[src/rtl/rx_link_recovery.sv]
module rx_link_recovery #(
  parameter int AW = 5
) (
  input  logic          clk,
  input  logic          rst_n,
  input  logic          sym_vld,
  input  logic          sym_ok,
  input  logic [1:0]    sym_kind,
  input  logic          pkt_end,
  input  logic          pkt_crc_ok,
  input  logic [AW-1:0] pkt_ackid,
  input  logic          buf_free,
  output logic          tx_req,
  output logic [1:0]    tx_kind,
  output logic [AW-1:0] tx_ackid,
  output logic          pkt_accept,
  output logic [AW-1:0] next_ackid,
  output logic          err_stop,
  output logic          retry_stop,
  output logic          err_enter,
  output logic          retry_enter
);
  localparam logic [1:0] K_LREQ = 2'b01;
  localparam logic [1:0] K_RFR  = 2'b10;
  localparam logic [1:0] T_PNA  = 2'b00;
  localparam logic [1:0] T_PR   = 2'b01;
  localparam logic [1:0] T_LRSP = 2'b10;

  typedef enum logic [1:0] {ST_RUN, ST_ERR, ST_RTY} st_t;
  st_t st, st_n;

  wire sym_bad  = sym_vld & ~sym_ok;
  wire sym_lreq = sym_vld & sym_ok & (sym_kind == K_LREQ);
  wire sym_rfr  = sym_vld & sym_ok & (sym_kind == K_RFR);
  wire pkt_bad  = pkt_end & (~pkt_crc_ok | (pkt_ackid != next_ackid));
  wire run_err  = (st == ST_RUN) & (sym_bad | pkt_bad);
  wire run_rty  = (st == ST_RUN) & ~run_err & pkt_end & ~buf_free;
  wire run_ok   = (st == ST_RUN) & ~run_err & pkt_end & buf_free;
  wire err_exit = (st == ST_ERR) & sym_lreq;
  wire rty_exit = (st == ST_RTY) & sym_rfr;

  always_comb begin
    st_n = st;
    if (run_err)       st_n = ST_ERR;
    else if (run_rty)  st_n = ST_RTY;
    else if (err_exit || rty_exit) st_n = ST_RUN;
  end

  always_ff @(posedge clk) begin
    if (!rst_n) begin
      st          <= ST_RUN;
      next_ackid  <= '0;
      tx_req      <= 1'b0;
      tx_kind     <= T_PNA;
      tx_ackid    <= '0;
      pkt_accept  <= 1'b0;
      err_enter   <= 1'b0;
      retry_enter <= 1'b0;
    end else begin
      st          <= st_n;
      pkt_accept  <= run_ok;
      err_enter   <= run_err;
      retry_enter <= run_rty;
      tx_req      <= run_err | run_rty | err_exit;
      if (run_ok) next_ackid <= next_ackid + 1'b1;
      if (run_err | run_rty | err_exit) begin
        tx_ackid <= next_ackid;
        tx_kind  <= run_err ? T_PNA : (run_rty ? T_PR : T_LRSP);
      end
    end
  end

  assign err_stop   = (st == ST_ERR);
  assign retry_stop = (st == ST_RTY);
endmodule

[config.mk]
export PLATFORM = sky130hd
export DESIGN_NAME = rx_link_recovery
export DESIGN_NICKNAME = d
export VERILOG_FILES = /design/src/rtl/rx_link_recovery.sv
export SDC_FILE = /design/constraint.sdc
export NUM_CORES = 1
export LEC_CHECK = 0
export BUFFER_PORTS_ARGS = -buffer_cell sky130_fd_sc_hd__buf_2
export CELL_PAD_IN_SITES_DETAIL_PLACEMENT = 1
export CELL_PAD_IN_SITES_GLOBAL_PLACEMENT = 2
export CORE_UTILIZATION = 30
export DETAILED_ROUTE_END_ITERATION = 8
export PLACE_DENSITY = 0.81
export SETUP_SLACK_MARGIN = 0.2
export SYNTH_ARGS = -nofsm -noshare
export SYNTH_HDL_FRONTEND = slang
export SYNTH_SLANG_ARGS = --single-unit
[constraint.sdc]
create_clock -name clk -period 1.7 [get_ports clk]
set_input_delay 0.34 -clock clk [delete_from_list [all_inputs] [get_ports clk]]
set_output_delay 0.34 -clock clk [all_outputs]
set_load 0.005 [all_outputs]
# ---- Word-level counts from Yosys, hierarchy flattened
# Index checks and enable logic that the tools add are counted.
dict set report totals {
  input_bits 14
  reg_bits 18
  word_cells 46
  out_inout_bits 18
}
dict set report classes {
  n_reduce_logical 5
  bitwise_logic 21
  mux 5
  eq_ne 5
  n_addsub 1
}
# op count
set op_table {}
lappend op_table {{AND 1 bit} 12}
lappend op_table {{two-way mux 2 bit} 4}
lappend op_table {{adder 5 x 1 -> 5 bit (second input constant)} 1}
lappend op_table {{inequality test 5 bit} 1}
lappend op_table {{inverter 1 bit} 5}
lappend op_table {{== test 2 x 1 -> 1 bit (second input constant)} 2}
lappend op_table {{== test 2 bit (second input constant)} 2}
lappend op_table {{OR 1 bit} 4}
lappend op_table {{nonzero test 3 bit} 1}
lappend op_table {{zero test 2 bit} 1}
lappend op_table {{nonzero test 2 bit} 1}
lappend op_table {{OR reduction 2 bit} 1}
lappend op_table {{logical OR 1 bit} 1}
lappend op_table {{two-way mux 1 bit} 1}

# ---- Longest topological paths before layout
# Gate-level depths: netlist of the first run.
dict set report logic_depth {
  depth_word 11
  depth_mapped 5
  mapped_depth_nobuf 4
}

# ---- Worst setup path after synthesis of the first run
# OpenSTA, ideal clock, no wires.
dict set report synth_timing {
  path_kind {input to register}
  startpoint {input sym_kind[1]}
  endpoint {register st[0]}
  t_arrival_ns 1.303
  n_path_buf 1
  cell_stages 5
  slack_ns 0.283
  setup_ns 0.115
  required_ns 1.585
  cell_sequence {nand4bb_2 > or2_1 > buf_6 > and2_1 > o21a_1}
}
dict set report synth_via {
  elab_chain_cells 5
  word_cells_on_any_way 8
  classes_between {eq/ne (2); bitwise (4); reduce/logical (2)}
}
# element line
set synth_lines {}
lappend synth_lines {{start, declared} 8} ;# input logic [1:0] sym_kind,
lappend synth_lines {{== test 2 x 1 -> 1 bit or == test 2 bit (tied branches)} {33, 34}}
lappend synth_lines {{AND 1 bit (on tied branches)} {33, 34}}
lappend synth_lines {{AND 1 bit (on tied branches)} {39, 40}}
lappend synth_lines {{logical OR 1 bit *} 46} ;# else if (err_exit || rty_exit) st_n = ST_RUN;
lappend synth_lines {{nonzero test 3 bit (no source line) *} n/a}
lappend synth_lines {{end signal, assigned} 60} ;# st <= st_n;
lappend synth_lines {{end, declared} 30} ;# st_t st, st_n;
# Every way passes the cells marked *; elsewhere a longest branch is shown, timed or not.
# A chain may end at the register's enable or synchronous reset.

# ---- Worst setup path in the final report of the first run
dict set report layout_timing {
  startpoint {register next_ackid[4]}
  endpoint {register tx_ackid[3]}
}
dict set report layout_via {
  elab_chain_cells 11
}
# element line
set layout_lines {}
lappend layout_lines {{start, declared} 17} ;# output logic [AW-1:0] next_ackid,
lappend layout_lines {{start signal, assigned} 65} ;# if (run_ok) next_ackid <= next_ackid + 1'b1;
lappend layout_lines {{inequality test 5 bit *} 35} ;# wire pkt_bad = pkt_end & (~pkt_crc_ok | (pkt_ackid != next_ackid));
lappend layout_lines {{OR 1 bit *} 35}
lappend layout_lines {{AND 1 bit *} 35}
lappend layout_lines {{OR 1 bit *} 36} ;# wire run_err = (st == ST_RUN) & (sym_bad | pkt_bad);
lappend layout_lines {{AND 1 bit *} 36}
lappend layout_lines {{inverter 1 bit} 37} ;# wire run_rty = (st == ST_RUN) & ~run_err & pkt_end & ~buf_free;
lappend layout_lines {{AND 1 bit (3 in series)} 37}
lappend layout_lines {{OR 1 bit * (2 in series)} 66} ;# if (run_err | run_rty | err_exit) begin
lappend layout_lines {{end signal, assigned} 67} ;# tx_ackid <= next_ackid;
lappend layout_lines {{end, declared} 15} ;# output logic [AW-1:0] tx_ackid,
# Marks and branches as above.

==> results of run 1 <==
[power groups by stage]
stage	sequential [mW]	combinational [mW]	clock (mW)
after global placement	0.443	0.118	0
final	0.434	0.159	0.216
after detailed placement	0.443	0.123	0
after global routing	0.435	0.173	0.252
after CTS	0.435	0.130	0.230
after floorplan	0.443	0.0762	0
[cell usage in the layout, fill, tap and decap left out, drive strengths merged, types with 2 or more instances in the layout]
cell    synthesis  layout
clkbuf          2       3
inv             2       2
o21a            2       2
o31ai           2       2
a21oi           4       4
nor2            4       4
nand2          12      12
mux2i           3       3
nor3            5       5
and3            2       2
nor4            4       4
nand3           6       6
nor2b           2       2
a41oi           6       6
nand4           2       2
a311o           5       5
nand2b          3       3
o311ai          5       5
xnor2           5       5
and2            3       3
buf             6      47
dfxtp          18      18
[worst max path at each step]
stage	start	endpoint	slack [ns]	depth (start not counted)
CTS	next_ackid[3]	tx_ackid[3]	0.17	5
finish	next_ackid[4]	tx_ackid[3]	0.22	5
floorplan	sym_kind[1]	st[0]	0.28	5
global route	next_ackid[4]	tx_ackid[1]	0.16	4
global placement	sym_vld	st[0]	-0.09	5
detailed placement	sym_vld	st[0]	-0.22	5
[state kept, by name (all words and copies together) (netlist names)]
register / cells
pkt_accept: 1
tx_ackid: 5
next_ackid: 5
err_enter: 1
st: 2
tx_kind: 2
tx_req: 1
retry_enter: 1
[final cells by class]
class / instances / area share [%]
Inverter: 2 / 0.469
Tap cell: 46 / 3.59
Clock buffer: 3 / 1.41
Sequential cell: 18 / 23.2
Multi-Input combinational cell: 85 / 53.4
Timing Repair Buffer: 47 / 17.9
[tightest hold or removal path, delay by kind of cell]
kind                   cells  cell delay, ns
and+or+nand+nor            2            0.15
buffers and inverters      1            0.14
[what timing repair did]
item / 4_1_cts / 5_1_grt
gates resized for setup: 6 / 33
pin swaps: 1 / 17
buffers inserted: 2 / 4
endpoints found under the setup margin: 14 / 11
[metal layers]
metal  GRT usage (%)  vias to the layer above
li1                -                      523
met1            21.0                      517
met2            30.7                       31
met3            4.55                        2
met4            3.81                        0
met5               0                        -
[logic make-up after synthesis]
logic type,Yosys count
fa+ha+maj,1
simple gates,48
xor+xnor,5
buf+inv,10
compound gates,28
flops,18
mux,3
[metrics by stage]
| step | hold WS [ns] | worst slack [ns] |
|---|---|---|
| 2_1_floorplan | 0.469 | 0.283 |
| 3_3_place_gp | 0.470 | -0.0937 |
| 3_5_place_dp | 0.472 | -0.221 |
| 4_1_cts | 0.403 | 0.173 |
| 5_1_grt | 0.359 | 0.162 |
| 6_report | 0.372 | 0.217 |
==> results.md, run 1 <==
* #FFs+latches synth at 18
* Worst endpoint required time at 1.87 ns
* Post-Place Cell Area at 1310 um^2
* Synth Area in Compound Gates at 24.9%
* Max Fclk at 0.674 GHz
* DR vias/cell at 5.34
* Minimum clock period at 1.48 ns
* GRT Util Overall at 17.3%
* FF-to-FF setup slack at 0.22 ns
* Pin count of the biggest net entering global routing at 18
* Synth area leaders: dfxtp_1 34%, a41oi_2 7.6%, a311o_1 4.7%, nand2_1 4.2%, o311ai_1 4.1%
* IO Port Bufs at 31
* Fin util at 47.6%
* CP Max Fanout at 5
* Hold path endpoint: pkt_accept
* Async set-reset flop share out of synthesis at 0%
* Ys flop type: dfxtp_1
* Setup total negative slack at 0 ns
* Post-Syn Area at 1070 um^2
* Setup crit end kind: register
* Worst-path cell chain: xnor2_4 > and4b_2 > buf_6 > a311o_1 > o311ai_4
* Starting density of the core at 31.8%
* First-pass DRT Iterations at 4
* CTS clock-pin slew for the worst setup and hold paths at 0.10 ns
* Hold_sp: pkt_end
* Clk pwr share at 26.7%
* Sw Share at 28.7%
* Synth top cells by count: 18 x dfxtp_1, 12 x nand2_1
* Clock Latency Late Sink at 0.29 ns
* Drt first-iter violations at 30
* Die Ht at 61.7 um
* Min-delay worst type: input pin to register
* Kind of critical path: register to register
* DRT met1 WL at 1500 um
* Layout area overhead at 49.7%
* Mapped Cells at 113
* P_sw at 232 uW
* Synth Area in XOR/XNOR at 5.50%
* Core area at 3360 um^2
* CP Buf/Inv Count at 1
* Crit-path leading delay family: flip-flops
* TritonCTS Buffers at 3
* Highest routed layer: met4
* # setup viols final at 0
* Post-cts hold buffer count at 0
* Largest family of logic cells by synthesized area: simple AND/OR/NAND/NOR gates
* Peak supply drop at 0.000420 V
* Remaining Overflow, GRT at 0
* Sequential area share after synthesis at 33.7%
* DP HPWL at 2370 um
* Slew Viols, Final at 0
* CTS tree: yes
* Unique cell type count in the Yosys netlist at 38
* Final Cell Area at 1600 um^2
* Vias at 1073
* Least-Margin Pin Slew at 0.630 ns
* Max_cap viols at 0
* First-pass GRT wire length at 4750 um
* Status: finished, final reports clean
* Post-Synth Simple-Gate Area at 26.9%
* Slew headroom at 58.0%
* Routed WL at 3300 um
* Critical path startpoint category: register
* Synthesized area per cell at 9.47 um^2
* Metal3 WL at 137 um
* R2R Path Start: next_ackid[4]
* Clock skew at 0.00150 ns
* Internal at 577 uW
* Share of cells above drive strength 1 at 54.8%
* Rows at 21
* R2r endpoint: tx_ackid[3]
* Critical path's slowest cell: dfxtp_4
* RSZ-0062 raised after global routing: yes
* Clock buffer depth at 2
* Root Buffer: clkbuf_4
* Die width at 61.7 um
* Vias in the first global route at 977
* Cells after DPL at 192
* Post-synth top area cell: dfxtp_1
* Drc violations at 0
* Period utilization at 87.3%
* Worst hold path depth at 3
* Wirelength per Cell at 16.4 um
* Largest stage delay, worst path at 0.37 ns
* Cell with the most instances after synthesis: dfxtp_1
* Number of H-tree levels at 1
* EDFF count, synth at 0
* Part of the power in registers at 53.6%
* Post-synthesis mux area share at 2.81%
* Power Total at 809 uW
* Post-Synth Adder-Cell Area at 1.17%
* Die area at 3810 um^2
* R2r worst-path depth at 5
* Synth Net Count at 128
* Pwr/cell area at 505 nW/um^2
* Diode count at 0
* Combinational Power Share at 19.7%
* Initial antenna violation count at 0
* Area of the multi-input gates at 856 um^2
* # clock sinks at 18
* Post-synth top area share at 33.7%
* Register area at 372 um^2
* Remaining antenna violation count after routing at 0
* Syn. warnings at 0
* Final Net Count at 172
* Arr. time, crit path at 1.66 ns
* Num ports at 32
* P_leak at 0.621 nW
* Final hold violation count at 0
* DR WL met2 at 1640 um
* GP Congestion at 0.792
* # fillers at 395
* Non-filler instance count after layout at 201
Note: power is estimated with default switching activity, not from simulation.
==> run 2, diff against run 1 <==
--- a/config.mk
+++ b/config.mk
@@ -5,12 +5,13 @@
 export SDC_FILE = /design/constraint.sdc
 export NUM_CORES = 1
 export LEC_CHECK = 0
+export ABC_AREA = 1
 export BUFFER_PORTS_ARGS = -buffer_cell sky130_fd_sc_hd__buf_2
 export CELL_PAD_IN_SITES_DETAIL_PLACEMENT = 1
 export CELL_PAD_IN_SITES_GLOBAL_PLACEMENT = 2
-export CORE_UTILIZATION = 30
+export CORE_UTILIZATION = 25
 export DETAILED_ROUTE_END_ITERATION = 8
-export PLACE_DENSITY = 0.81
+export PLACE_DENSITY = 0.8
 export SETUP_SLACK_MARGIN = 0.2
 export SYNTH_ARGS = -nofsm -noshare
 export SYNTH_HDL_FRONTEND = slang
==> results.md, run 2 <==
* Layout area overhead at 48.6%
* Slew Viols, Final at 0
* GRT Util Overall at 15.4%
* Commonest non-fill, non-tap cell in the layout: buf_2
* Arr. time, crit path at 1.70 ns
* Drt first-iter violations at 15
* Post-synth top area cell: dfxtp_1
* Largest family of logic cells by synthesized area: simple AND/OR/NAND/NOR gates
* Crit-path leading delay family: simple AND/OR/NAND/NOR gates
* Min-delay worst type: input pin to register
* Worst-path cell chain: inv_2 > nand2_2 > nand2_2 > nor2_4 > nand3_2 > nand2_4 > nand3_2 > nor2_4 > nor2_4 > nor2_1 > nor2_1
* Starting density of the core at 26.8%
* Highest routed layer: met4
* Clock buffer depth at 2
* Synth Net Count at 150
* Critical path startpoint category: register
* DR WL met2 at 1510 um
* Most frequent cells in the layout: 31 x buf_2, 27 x nand2_1, 22 x nor2_1
* Rows at 21
* Pin count of the biggest net entering global routing at 12
* Drc violations at 0
* Wirelength per Cell at 12.9 um
* Vias at 1030
* CTS clock-pin slew for the worst setup and hold paths at 0.11 ns
* Non-filler instance count after layout at 228
* DRT met1 WL at 1330 um
* Sequential area share after synthesis at 39.4%
* Minimum clock period at 1.50 ns
* Vias in the first global route at 1091
* Post-cts hold buffer count at 0
* # fillers at 455
* IO Port Bufs at 31
* CP Buf/Inv Count at 1
* Async set-reset flop share out of synthesis at 0%
* GP Congestion at 0.714
* Final hold violation count at 0
* Least-Margin Pin Slew at 0.408 ns
* Cell repeated most along the worst path: nor2_4
* FF-to-FF setup slack at 0.20 ns
* Area of the multi-input gates at 542 um^2
* DP HPWL at 2010 um
* Register area at 373 um^2
* RSZ-0062 raised after global routing: yes
* Unique cell type count in the Yosys netlist at 19
* #FFs+latches synth at 18
* Clock Latency Late Sink at 0.30 ns
* Remaining Overflow, GRT at 0
* Post-synth top area share at 39.4%
* Syn. warnings at 0
* Top flop regs: next_ackid: 5 flops, tx_ackid: 5 flops
* Setup total negative slack at 0 ns
* Post-Synth Simple-Gate Area at 42.1%
* Kind of critical path: register to register
* EDFF count, synth at 0
* Worst endpoint required time at 1.90 ns
* Initial antenna violation count at 0
* Number of H-tree levels at 1
* Final Net Count at 198
* # clock sinks at 18
* Hold slack at 0.354 ns
* Largest stage delay, worst path at 0.38 ns
* Synth Area in XOR/XNOR at 1.92%
* Metal3 WL at 74 um
* Pwr/cell area at 714 nW/um^2
* Max_cap viols at 0
* Mapped Cells at 135
* Post-Syn Area at 915 um^2
* Worst hold path depth at 3
* Share of cells above drive strength 1 at 42.9%
* Diode count at 0
* Hold_sp: rst_n
* Synthesized area per cell at 6.78 um^2
* CP Max Fanout at 6
* Die width at 62.5 um
* Power Total at 970 uW
* CTS tree: yes
* Ys flop type: dfxtp_1
* First-pass GRT wire length at 4800 um
* First-pass DRT Iterations at 2
* Root Buffer: clkbuf_4
* R2R Path Start: next_ackid[4]
* Max Fclk at 0.669 GHz
* TritonCTS Buffers at 3
* Setup crit end kind: register
* DR vias/cell at 4.52
* Period utilization at 88.0%
* Cells after DPL at 214
* # setup viols final at 0
* Die Ht at 62.5 um
* Synth area leaders: dfxtp_1 39%, nand2_1 12%, nor2_1 12%, inv_1 9.4%, nand4_1 5.5%
* Remaining antenna violation count after routing at 0
* Routed WL at 2930 um
* Clock skew at 0.00837 ns
* Hold path endpoint: next_ackid[2]
* Slew headroom at 72.7%
* Die area at 3900 um^2
* Peak supply drop at 0.000288 V
* Post-synthesis mux area share at 0%
* Post-Synth Adder-Cell Area at 1.37%
* Synth top cells by count: 29 x nand2_1, 29 x nor2_1, 23 x inv_1
* Core area at 3420 um^2
* P_leak at 0.688 nW
* Synth Area in Compound Gates at 4.92%
* R2r endpoint: tx_ackid[2]
* Critical path's slowest cell: dfxtp_4
* Status: finished, final reports clean
* Num ports at 32
* R2r worst-path depth at 11
run 2: repair_timing:
action / CTS / global route
pin swaps: 4 / 20
endpoints found under the hold margin: 0 / 0
setup buffers: 6 / 4
cloned: 0 / 0
endpoints found under the setup margin: 14 / 16
resized for setup: 13 / 22
run 2: power by group:
part	internal (mW)	total [mW]	switching, mW
Clock	0.131	0.276	0.146
Sequential	0.443	0.459	0.0157
Combinational	0.103	0.235	0.132
run 2: worst max path at each step:
stage,slack [ns],endpoint,start,depth (start not counted)
2_1_floorplan,0.29,tx_ackid[0],next_ackid[2],11
3_3_place_gp,0.04,tx_ackid[4],next_ackid[1],11
3_5_place_dp,0.02,tx_ackid[0],next_ackid[1],11
4_1_cts,0.22,tx_ackid[0],next_ackid[1],12
5_1_grt,0.11,tx_ackid[1],next_ackid[4],12
6_report,0.20,tx_ackid[2],next_ackid[4],11
run 2: cell families after synthesis:
family                   count (synthesis)
AO/OA/AOI/OAI                            9
XOR/XNOR                                 2
adder cells (fa/ha/maj)                  1
buffers and inverters                   25
flip-flops                              18
AND/OR/NAND/NOR                         80
run 2: worst min-delay path: cells and delay by family:
family        cells  cell delay, ns
simple gates      2            0.11
buf+inv           1            0.17
run 2: final cells by class:
| type | instances | share of cell area (%) |
|---|---|---|
| inverter | 24 | 6.63 |
| multi-input combinational | 92 | 39.9 |
| sequential | 18 | 27.4 |
| clock buffer | 4 | 2.67 |
| tap | 46 | 4.24 |
| timing repair buffer | 44 | 19.2 |
run 2: layer usage:
| metal | up-vias | global-route usage (%) |
|---|---|---|
| met5 | - | 0 |
| met4 | 0 | 5.23 |
| met3 | 2 | 2.19 |
| met2 | 11 | 27.4 |
| met1 | 499 | 18.8 |
| li1 | 518 | - |
run 2: per-stage QoR:
| step | util (%) | setup WS [ns] | area (um^2) |
|---|---|---|---|
| CTS | 37.3 | 0.218 | 1270 |
| global placement | 33.6 | 0.0416 | 1150 |
| detailed placement | 33.6 | 0.0171 | 1150 |
| finish | 39.8 | 0.204 | 1360 |
| floorplan | - | 0.295 | 915 |
| global route | 39.8 | 0.115 | 1360 |
